==> src/rtl/pg_cw_pkg.sv <==
package pg_cw_pkg;
  localparam int PG_SLOTS   = 8;
  localparam int PG_ADDR_W  = 18;
  localparam int PG_FUNC_W  = 2;
  localparam int PG_FRAME_W = 3;
  localparam int PG_CHK_W   = 10;
  // x^10+x^9+x^8+x^6+x^5+x^3+1
  localparam logic [PG_CHK_W:0] PG_POLY = 11'h769;
endpackage

==> src/rtl/pg_cw_encode.sv <==
module pg_cw_encode #(
  parameter int ADDR_W = 18,
  parameter int FUNC_W = 2,
  parameter int CHK_W  = 10,
  parameter logic [CHK_W:0] POLY = 11'h769,
  localparam int INFO_W = 1 + ADDR_W + FUNC_W,
  localparam int CW_W   = INFO_W + CHK_W + 1
) (
  input  logic [ADDR_W-1:0] addr,
  input  logic [FUNC_W-1:0] func,
  output logic [CW_W-1:0]   cw
);
  logic [INFO_W-1:0] info;
  logic [CHK_W-1:0]  rem;
  logic              fb;

  assign info = {1'b0, addr, func};

  // Bit-serial LFSR division, unrolled: info MSB first.
  always_comb begin
    rem = '0;
    fb  = 1'b0;
    for (int k = INFO_W - 1; k >= 0; k--) begin
      fb  = info[k] ^ rem[CHK_W-1];
      rem = {rem[CHK_W-2:0], 1'b0};
      if (fb) rem = rem ^ POLY[CHK_W-1:0];
    end
    cw = {info, rem, ^{info, rem}};
  end
endmodule

==> src/rtl/pg_slot_store.sv <==
module pg_slot_store #(
  parameter int N_SLOTS = 8,
  parameter int CW_W    = 32,
  parameter int FRAME_W = 3,
  localparam int IDX_W  = (N_SLOTS > 1) ? $clog2(N_SLOTS) : 1
) (
  input  logic                clk,
  input  logic                rst,
  input  logic                wr_en,
  input  logic [IDX_W-1:0]    wr_idx,
  input  logic [CW_W-1:0]     wr_cw,
  input  logic                wr_on,
  input  logic [FRAME_W-1:0]  wr_frame,
  output logic [CW_W-1:0]     word_q  [N_SLOTS],
  output logic [FRAME_W-1:0]  frame_q [N_SLOTS],
  output logic [N_SLOTS-1:0]  en_q
);
  // Enables reset; codeword/frame storage is plain write-only array.
  always_ff @(posedge clk) begin
    if (rst) en_q <= '0;
    else if (wr_en) en_q[wr_idx] <= wr_on;
  end

  always_ff @(posedge clk) begin
    if (wr_en) begin
      word_q[wr_idx]  <= wr_cw;
      frame_q[wr_idx] <= wr_frame;
    end
  end

  // a write shows up in the addressed slot on the next cycle
  a_r11_write_lands: assert property (@(posedge clk) disable iff (rst)
    wr_en |=> (word_q[$past(wr_idx)] == $past(wr_cw)) &&
              (frame_q[$past(wr_idx)] == $past(wr_frame)) &&
              (en_q[$past(wr_idx)] == $past(wr_on)));

  for (genvar i = 0; i < N_SLOTS; i++) begin : g_form
    // an enabled slot holds a flag-zero, even-weight word
    a_r2_r4_stored_form: assert property (@(posedge clk) disable iff (rst)
      en_q[i] |-> (!word_q[i][CW_W-1] && (^word_q[i] == 1'b0)));
  end
endmodule

==> src/rtl/pg_matcher.sv <==
module pg_matcher #(
  parameter int N_SLOTS = 8,
  parameter int CW_W    = 32,
  parameter int FRAME_W = 3,
  parameter int FUNC_W  = 2,
  parameter int FUNC_LSB = 11,
  localparam int IDX_W  = (N_SLOTS > 1) ? $clog2(N_SLOTS) : 1
) (
  input  logic                clk,
  input  logic                rst,
  input  logic [CW_W-1:0]     slot_word  [N_SLOTS],
  input  logic [FRAME_W-1:0]  slot_frame [N_SLOTS],
  input  logic [N_SLOTS-1:0]  slot_en,
  input  logic [FRAME_W-1:0]  cur_frame,
  input  logic                rx_valid,
  input  logic [CW_W-1:0]     rx_word,
  output logic                res_valid,
  output logic                res_hit,
  output logic [IDX_W-1:0]    res_idx,
  output logic [FUNC_W-1:0]   res_func
);
  logic [N_SLOTS-1:0] eq;
  logic [N_SLOTS-1:0] qual;
  logic [N_SLOTS-1:0] win_oh;
  logic [N_SLOTS:0]   seen;
  logic [IDX_W-1:0]   idx_n;
  logic               any_hit;

  assign seen[0] = 1'b0;
  for (genvar i = 0; i < N_SLOTS; i++) begin : g_cmp
    assign qual[i]    = slot_en[i] && (slot_frame[i] == cur_frame);
    assign eq[i]      = qual[i] && (slot_word[i] == rx_word);
    assign win_oh[i]  = eq[i] && !seen[i];
    assign seen[i+1]  = seen[i] | eq[i];
  end
  assign any_hit = seen[N_SLOTS];

  always_comb begin
    idx_n = '0;
    for (int i = 0; i < N_SLOTS; i++)
      if (win_oh[i]) idx_n = idx_n | IDX_W'(i);
  end

  always_ff @(posedge clk) begin
    if (rst) begin
      res_valid <= 1'b0;
      res_hit   <= 1'b0;
      res_idx   <= '0;
      res_func  <= '0;
    end else begin
      res_valid <= rx_valid;
      res_hit   <= rx_valid && any_hit;
      res_idx   <= (rx_valid && any_hit) ? idx_n : '0;
      res_func  <= (rx_valid && any_hit) ? rx_word[FUNC_LSB +: FUNC_W] : '0;
    end
  end

  // priority chain leaves at most one winner
  a_r8_single_winner: assert property (@(posedge clk) disable iff (rst)
    rx_valid |-> $onehot0(win_oh));

  // a winner must be an enabled slot in the current frame
  a_r6_r7_qualified: assert property (@(posedge clk) disable iff (rst)
    rx_valid |-> ((win_oh & ~(slot_en & qual)) == '0));

  // result strobe follows the input strobe by one clock
  a_r9_pulse_follows: assert property (@(posedge clk) disable iff (rst)
    rx_valid |=> res_valid);
  a_r9_no_spurious: assert property (@(posedge clk) disable iff (rst)
    !rx_valid |=> !res_valid);
endmodule

==> src/rtl/pg_addr_match.sv <==
module pg_addr_match
  import pg_cw_pkg::*;
#(
  parameter int N_SLOTS = PG_SLOTS,
  parameter int ADDR_W  = PG_ADDR_W,
  parameter int FUNC_W  = PG_FUNC_W,
  parameter int FRAME_W = PG_FRAME_W,
  parameter int CHK_W   = PG_CHK_W,
  parameter logic [CHK_W:0] POLY = PG_POLY,
  localparam int IDX_W  = (N_SLOTS > 1) ? $clog2(N_SLOTS) : 1,
  localparam int CW_W   = 1 + ADDR_W + FUNC_W + CHK_W + 1
) (
  input  logic               clk,
  input  logic               rst,
  input  logic               wr_en,
  input  logic [IDX_W-1:0]   wr_idx,
  input  logic [ADDR_W-1:0]  wr_addr,
  input  logic [FUNC_W-1:0]  wr_func,
  input  logic               wr_on,
  input  logic [FRAME_W-1:0] wr_frame,
  input  logic [FRAME_W-1:0] cur_frame,
  input  logic               rx_valid,
  input  logic [CW_W-1:0]    rx_word,
  output logic               res_valid,
  output logic               res_hit,
  output logic [IDX_W-1:0]   res_idx,
  output logic [FUNC_W-1:0]  res_func
);
  logic [CW_W-1:0]    wr_cw;
  logic [CW_W-1:0]    word_q  [N_SLOTS];
  logic [FRAME_W-1:0] frame_q [N_SLOTS];
  logic [N_SLOTS-1:0] en_q;

  pg_cw_encode #(
    .ADDR_W(ADDR_W), .FUNC_W(FUNC_W), .CHK_W(CHK_W), .POLY(POLY)
  ) u_enc (
    .addr(wr_addr), .func(wr_func), .cw(wr_cw)
  );

  pg_slot_store #(
    .N_SLOTS(N_SLOTS), .CW_W(CW_W), .FRAME_W(FRAME_W)
  ) u_store (
    .clk(clk), .rst(rst), .wr_en(wr_en), .wr_idx(wr_idx), .wr_cw(wr_cw),
    .wr_on(wr_on), .wr_frame(wr_frame),
    .word_q(word_q), .frame_q(frame_q), .en_q(en_q)
  );

  pg_matcher #(
    .N_SLOTS(N_SLOTS), .CW_W(CW_W), .FRAME_W(FRAME_W),
    .FUNC_W(FUNC_W), .FUNC_LSB(CHK_W + 1)
  ) u_match (
    .clk(clk), .rst(rst),
    .slot_word(word_q), .slot_frame(frame_q), .slot_en(en_q),
    .cur_frame(cur_frame), .rx_valid(rx_valid), .rx_word(rx_word),
    .res_valid(res_valid), .res_hit(res_hit),
    .res_idx(res_idx), .res_func(res_func)
  );

  // a miss reports zero index and function code
  a_r10_nohit_zero: assert property (@(posedge clk) disable iff (rst)
    (res_valid && !res_hit) |-> (res_idx == '0 && res_func == '0));

  // a hit is only ever reported alongside the result strobe
  a_r9_hit_in_window: assert property (@(posedge clk) disable iff (rst)
    res_hit |-> res_valid);
endmodule

==> config.mk <==
export PLATFORM = sky130hd
export DESIGN_NAME = pg_addr_match
export DESIGN_NICKNAME = d
export VERILOG_FILES = /design/src/rtl/pg_cw_pkg.sv /design/src/rtl/pg_cw_encode.sv /design/src/rtl/pg_slot_store.sv /design/src/rtl/pg_matcher.sv /design/src/rtl/pg_addr_match.sv
export SDC_FILE = /design/constraint.sdc
export NUM_CORES = 1
export LEC_CHECK = 0
export BUFFER_PORTS_ARGS = -buffer_cell sky130_fd_sc_hd__buf_2
export CORE_MARGIN = 2
export CORE_UTILIZATION = 60
export DETAILED_ROUTE_END_ITERATION = 16
export PLACE_DENSITY_LB_ADDON = 0.1
export SETUP_SLACK_MARGIN = 0.15
export SYNTH_ARGS = -nofsm -noshare
export SYNTH_HDL_FRONTEND = slang
export SYNTH_SLANG_ARGS = --single-unit
==> constraint.sdc <==
create_clock -name clk -period 5.79 [get_ports clk]
set_input_delay 0.2895 -clock clk [delete_from_list [all_inputs] [get_ports clk]]
set_output_delay 0.2895 -clock clk [all_outputs]
set_load 0.03 [all_outputs]
## Yosys cells after proc, flatten, opt, wreduce, memory -nomap -nowiden

Index checks and enable logic that the tools add are counted.

- Output and inout bits: 7
- Flip-flop bits (word level): 295
- Logic and storage cells: 159
- Input port bits: 66

- $lt $le $gt $ge: 4
- Reductions and logical operators: 35
- Muxes and demuxes: 36
- Equal/unequal tests: 16
- Bitwise logic cells: 47

Operators by type and width:

| operator | number |
|---|---|
| $bwmux W256 | 1 |
| $eq A32 B32 Y1 | 8 |
| $mux W10 | 20 |
| $not A6 Y6 | 19 |
| $demux W32 S3 | 1 |
| $mux W32 | 1 |
| $reduce_xor A31 Y1 | 1 |
| $logic_and A1 B1 Y1 | 26 |
| $bwmux W24 | 1 |
| $eq A3 B3 Y1 | 8 |
| $xor A1 B1 Y1 | 19 |
| $mux W3 | 5 |
| $demux W3 S3 | 1 |
| $bwmux W8 | 1 |
| $logic_not A1 Y1 | 7 |
| $or A1 B1 Y1 | 7 |
| $ge A4 B4 Y1 const B | 1 |
| $lt A3 B4 Y1 const B | 1 |
| $lt A4 B1 Y1 const B | 1 |
| $mux W2 | 2 |
| $not A3 Y4 | 1 |
| $demux W1 S3 | 1 |
| $ge A3 B1 Y1 const B | 1 |
| $mux W1 | 2 |
| 2 further kinds | 2 |

## Logic depth before layout (Yosys ltp)

- Depth in word-level cells: 41
- Depth in mapped cells: 9
- Gate-level depth less buffers: 8

## By module

From an unflattened synthesis, not the netlist that was laid out.

- Cell total of the unflattened synthesis: 856
- Area, all modules: 13,679.4 µm²

Modules (own cells, without submodules):

| module | instances | area an instance (µm²) | cells each | seq. area each (µm²) |
|---|---|---|---|---|
| pg_slot_store | 1 | 8,817.2 | 321 | 8,568.2 |
| pg_matcher | 1 | 3,637.2 | 435 | 140.1 |
| pg_cw_encode | 1 | 1,224.9 | 100 | 0.0 |

## Worst setup path before layout

OpenSTA, ideal clock, no wires.

- Path kind: in2reg
- From: in wr_idx[0]
- To: reg u_store.en_q[0]
- Arrival: 3.334 ns
- Setup time: 0.125 ns
- Buffers on the path: 0
- Stages: 4
- Data required time: 5.665 ns
- Slack: 2.331 ns
- Cells stage by stage: nand2b_1 nor3_1 mux2i_1 nor2_1

- Cells in the longest elaborated chain, start to end: 5
- Elaborated cells on any way between the ends: 6
- Classes of those cells: order compare: 2; mux: 3; reduce/logical: 1

Ends and longest elaborated chain:

| what | RTL line | text |
|---|---|---|
| start: declaration | pg_addr_match.sv:16 | `input logic [IDX_W-1:0] wr_idx,` |
| $lt A3 B4 Y1 (implied by the code) / $ge A3 B1 Y1 (equally long branches) | pg_slot_store.sv:21 | `else if (wr_en) en_q[wr_idx] <= wr_on;` |
| $logic_and A1 B1 Y1 (implied by the code) | pg_slot_store.sv:21 |  |
| $mux W1 (implied by the code) | pg_slot_store.sv:21 |  |
| $demux W1 S3 (*) | n/a |  |
| $bwmux W8 (*) | pg_slot_store.sv:21 |  |
| end signal: indexed assignment | pg_slot_store.sv:21 |  |
| end: declaration | pg_slot_store.sv:16 | `output logic [N_SLOTS-1:0] en_q` |

Every way passes the cells marked *; elsewhere a longest branch is shown, timed or not.
A chain may end at the register's enable or synchronous reset.

## Worst setup path in the final report

- From: in wr_addr[11]
- To: reg u_store.word_q[6] (netlist bit), data pin

- Cells in the longest elaborated chain, start to end: 29
- Elaborated cells on any way between the ends: 42
- Classes of those cells: mux: 15; bitwise: 27

Ends and longest elaborated chain:

| what | RTL line | text |
|---|---|---|
| start: declaration | pg_addr_match.sv:17 | `input logic [ADDR_W-1:0] wr_addr,` |
| $xor A1 B1 Y1 (*) | pg_cw_encode.sv:24 | `fb = info[k] ^ rem[CHK_W-1];` |
| $mux W10 (*) | pg_cw_encode.sv:26 | `if (fb) rem = rem ^ POLY[CHK_W-1:0];` |
| $xor A1 B1 Y1 / $not A6 Y6 (equally long branches) | n/a |  |
| $mux W10 (*) | pg_cw_encode.sv:26 |  |
| $xor A1 B1 Y1 / $not A6 Y6 (equally long branches) | n/a |  |
| $mux W10 (*) | pg_cw_encode.sv:26 |  |
| $xor A1 B1 Y1 / $not A6 Y6 (equally long branches) | n/a |  |
| $mux W10 (*) | pg_cw_encode.sv:26 |  |
| (+14 left out) | n/a |  |
| $xor A1 B1 Y1 / $not A6 Y6 (equally long branches) | n/a |  |
| $mux W10 (*) | pg_cw_encode.sv:26 |  |
| $xor A1 B1 Y1 / $not A6 Y6 (equally long branches) | n/a |  |
| $mux W10 (*) | pg_cw_encode.sv:26 |  |
| $xor A1 B1 Y1 | pg_cw_encode.sv:24 |  |
| $mux W10 (*) | pg_cw_encode.sv:26 |  |
| named net u_enc.cw[6] | pg_cw_encode.sv:11 | `output logic [CW_W-1:0] cw` |
| $bwmux W256 (*) | pg_slot_store.sv:26 | `word_q[wr_idx] <= wr_cw;` |
| end signal: indexed assignment | pg_slot_store.sv:26 |  |
| end: declaration | pg_slot_store.sv:14 | `output logic [CW_W-1:0] word_q [N_SLOTS],` |

Mark *: on every way through the listed nets, which the timed path passes. The rest lies on a longest branch.

==> impl_metrics.toml <==
[outcome]
status = "finished clean"

[yosys]
synth_cell_types = 32
synth-simple-area-share = 0.0627
synthMuxAreaShare = 0.00158
yosys-top-cells-area = "edfxtp_1 (64%), xnor2_1 (14%), xor2_1 (8.5%)"
synth_xor_area_frac = 0.246
synth-seq-area-share = 0.669
synth_top_family_by_area = "XOR/XNOR gates"
synth_top_area_frac = 0.645
synth-warning-count = 0
synth-compound-area-share = 0.00879
synth.net_count = 895
synth_edf_count = 272
async_reset_ff_frac = 0
synth.cell_area_um2 = 12700
synth_area_leader_cell = "edfxtp_1"
synthFlopType = "edfxtp_1"
syn_area_per_cell_um2 = 15.3
synth-adder-area-share = 0
netlist_instances = 829
ys_ff_latch = 287

[clock_network]
cts_buffer_depth = 3
cts_resized = 0
htreeDepth = 1
insertion_delay_ns = 0.55
cts_tree = "yes"
cts_root_buffer = "clkbuf_16"
clkTransAtPathRegs_ns = 0.06
cts_hold_buf = 0
cts_sinks = 287
cts_buffers = 29
cts_setup_buffers = 0

[die]
die_h_um = 149
dieArea_um2 = 22300
rows = 53
die_x_um = 149
coreArea_um2 = 20900
start_util = 0.606
num_io_pins = 73

[sta]
tightest_slew_ns = 1.10
min_period_ns = 3.12
relSlewSlack = 0.260
setup_violations = 0
hold_viol = 0
finalSetupTns_ns = 0
skew_ns = 0.0105
post-route-period-util = 0.539
rsz0062_at_grt = "false"
fmaxAchievable_ghz = 0.320
slew_violations = 0
postLayoutSetupSlackWorst_ns = 2.67

[placed_design]
place_area_um2 = 13300
hpwl_um = 24600
io_buffer_count = 72
place.gp.congestion = 0.896
dp_slack_ns = 2.21

[layout]
drive_gt1_frac = 0.155
final_cell_mix = "edfxtp_1 (272), xnor2_1 (206), xor2_1 (123)"
finalInstanceArea_um2 = 14400
final_common_cell = "edfxtp_1"
seq_area_um2 = 8470
nets = 968
multi_input_area_um2 = 4100
nFillCells = 1492
area_growth_pct = 13.9

[power_and_ir_drop]
p_sw_frac = 0.284
p_clk_frac = 0.317
vdd_drop_max_mv = 0.431
seq_power_share = 0.460
p_leak_nw = 4.71
power.density_nw_per_um2 = 459
switching_power_w = 0.00188
power_frac_comb = 0.223
internal-power_w = 0.00474

[detailed_routing]
vias_per_cell = 6.07
drc = 0
drt_wl_total_um = 35200
drtPass1Iterations = 7
antenna_left = 0
drt_iter0_markers = 1007
vias = 7282
wl_per_cell_um = 29.4

[critical_path]
required_ns = 6.04
worst-path-max-fanout = 12
worstPathArrival_ns = 3.37
cp-start-kind = "input port"
rr_startpoint = "u_store.word_q[76]$_DFFE_PP_"
cp-end-kind = "register"
r2r_cells = 8
critical_path_class = "input port to register"
crit_path_start = "wr_addr[11]"

[global_route]
track_usage = 0.326
overflow = 0
grt_pass1_vias = 7104
grt_pass1_wl_um = 50300
antenna_found_initial = 1
grt_max_degree = 36

[worst_hold_path]
hold_path.startpoint = "rst"
hp-class = "input port to register"
min_path_cells = 2

[run]
maxCapViolations = 0
[flip-flops by register name (all words and copies together), names as in the netlist]
name	count
u_match.res_func	2
u_store.frame_q	24
u_store.word_q	248
u_match.res_idx	3
u_store.en_q	8
u_match.res_valid	1
u_match.res_hit	1
[layer usage]
| metal | global-route usage | vias up | wire length [um] |
|---|---|---|---|
| met5 | 0 | - | 0 |
| met4 | 0.110 | 0 | 1310 |
| met3 | 0.0327 | 63 | 3270 |
| met2 | 0.501 | 465 | 16100 |
| met1 | 0.494 | 3636 | 14500 |
| li1 | - | 3118 | - |
[worst max-delay path: stages]
cell and delay, ns:
buf_2 0.22, xnor3_1 0.47, xnor3_2 0.45, xor2_2 0.21, xnor2_1 0.26, xnor2_2 0.15
xnor2_2 0.54, xnor2_2 0.19, xnor2_1 0.58
[synthesized netlist by cell type (all sizes together) (2+ instances only)]
cell type  count
dfxtp         15
nand2b         9
nor3          10
a21oi          9
nor2b          3
a2111oi        2
nand2         12
clkbuf        36
o21ai          7
nand3          7
and2           4
inv            3
xor2         124
nor2          11
nor4          33
mux2i          2
nand4         46
edfxtp       272
xnor2        209
nand3b         2
xnor3          7
buf            2
[per-stage QoR]
step	hold slack, ns	total power, W	instances	util
2_1_floorplan	0.388	0.00398	829	-
5_1_grt	0.0409	0.00676	1199	0.691
4_1_cts	0.00682	0.00657	1199	0.691
3_5_place_dp	0.475	0.00450	1146	0.639
6_report	0.0225	0.00662	1200	0.691
3_3_place_gp	0.470	0.00444	1146	0.639
[final cells by class]
| cell class | instances | area share |
|---|---|---|
| sequential | 287 | 0.587 |
| multi-input combinational | 501 | 0.284 |
| clock buffer | 39 | 0.0564 |
| timing repair buffer | 80 | 0.0291 |
| tap | 275 | 0.0238 |
| clock inverter | 14 | 0.0187 |
| inverter | 3 | 0.000781 |
| antenna | 1 | 0.000173 |
[path summary, 6_finish.rpt]
kind	to	slack, ns
min	u_store.en_q[3]$_SDFFE_PP0P_	0.02
max	u_store.word_q[6]$_DFFE_PP_	2.67
max reg2reg	u_match.res_func[0]$_SDFF_PP0_	3.21
min reg2reg	u_store.en_q[6]$_SDFFE_PP0P_	0.49
[cells by family after synthesis]
group	Yosys count
buffers and inverters	41
AOI/OAI and AO/OA	20
muxes	2
DFF	287
xor gates and xnor gates	340
and+or+nand+nor	139
[power by group through the flow]
stage	Combinational, W	Clock [W]	Sequential [W]
5_1_grt	0.00151	0.00219	0.00306
3_5_place_dp	0.00141	0	0.00309
6_report	0.00148	0.00210	0.00305
2_1_floorplan	0.000912	0	0.00307
4_1_cts	0.00142	0.00211	0.00305
3_3_place_gp	0.00136	0	0.00309
(Power assumes the default switching activity.)
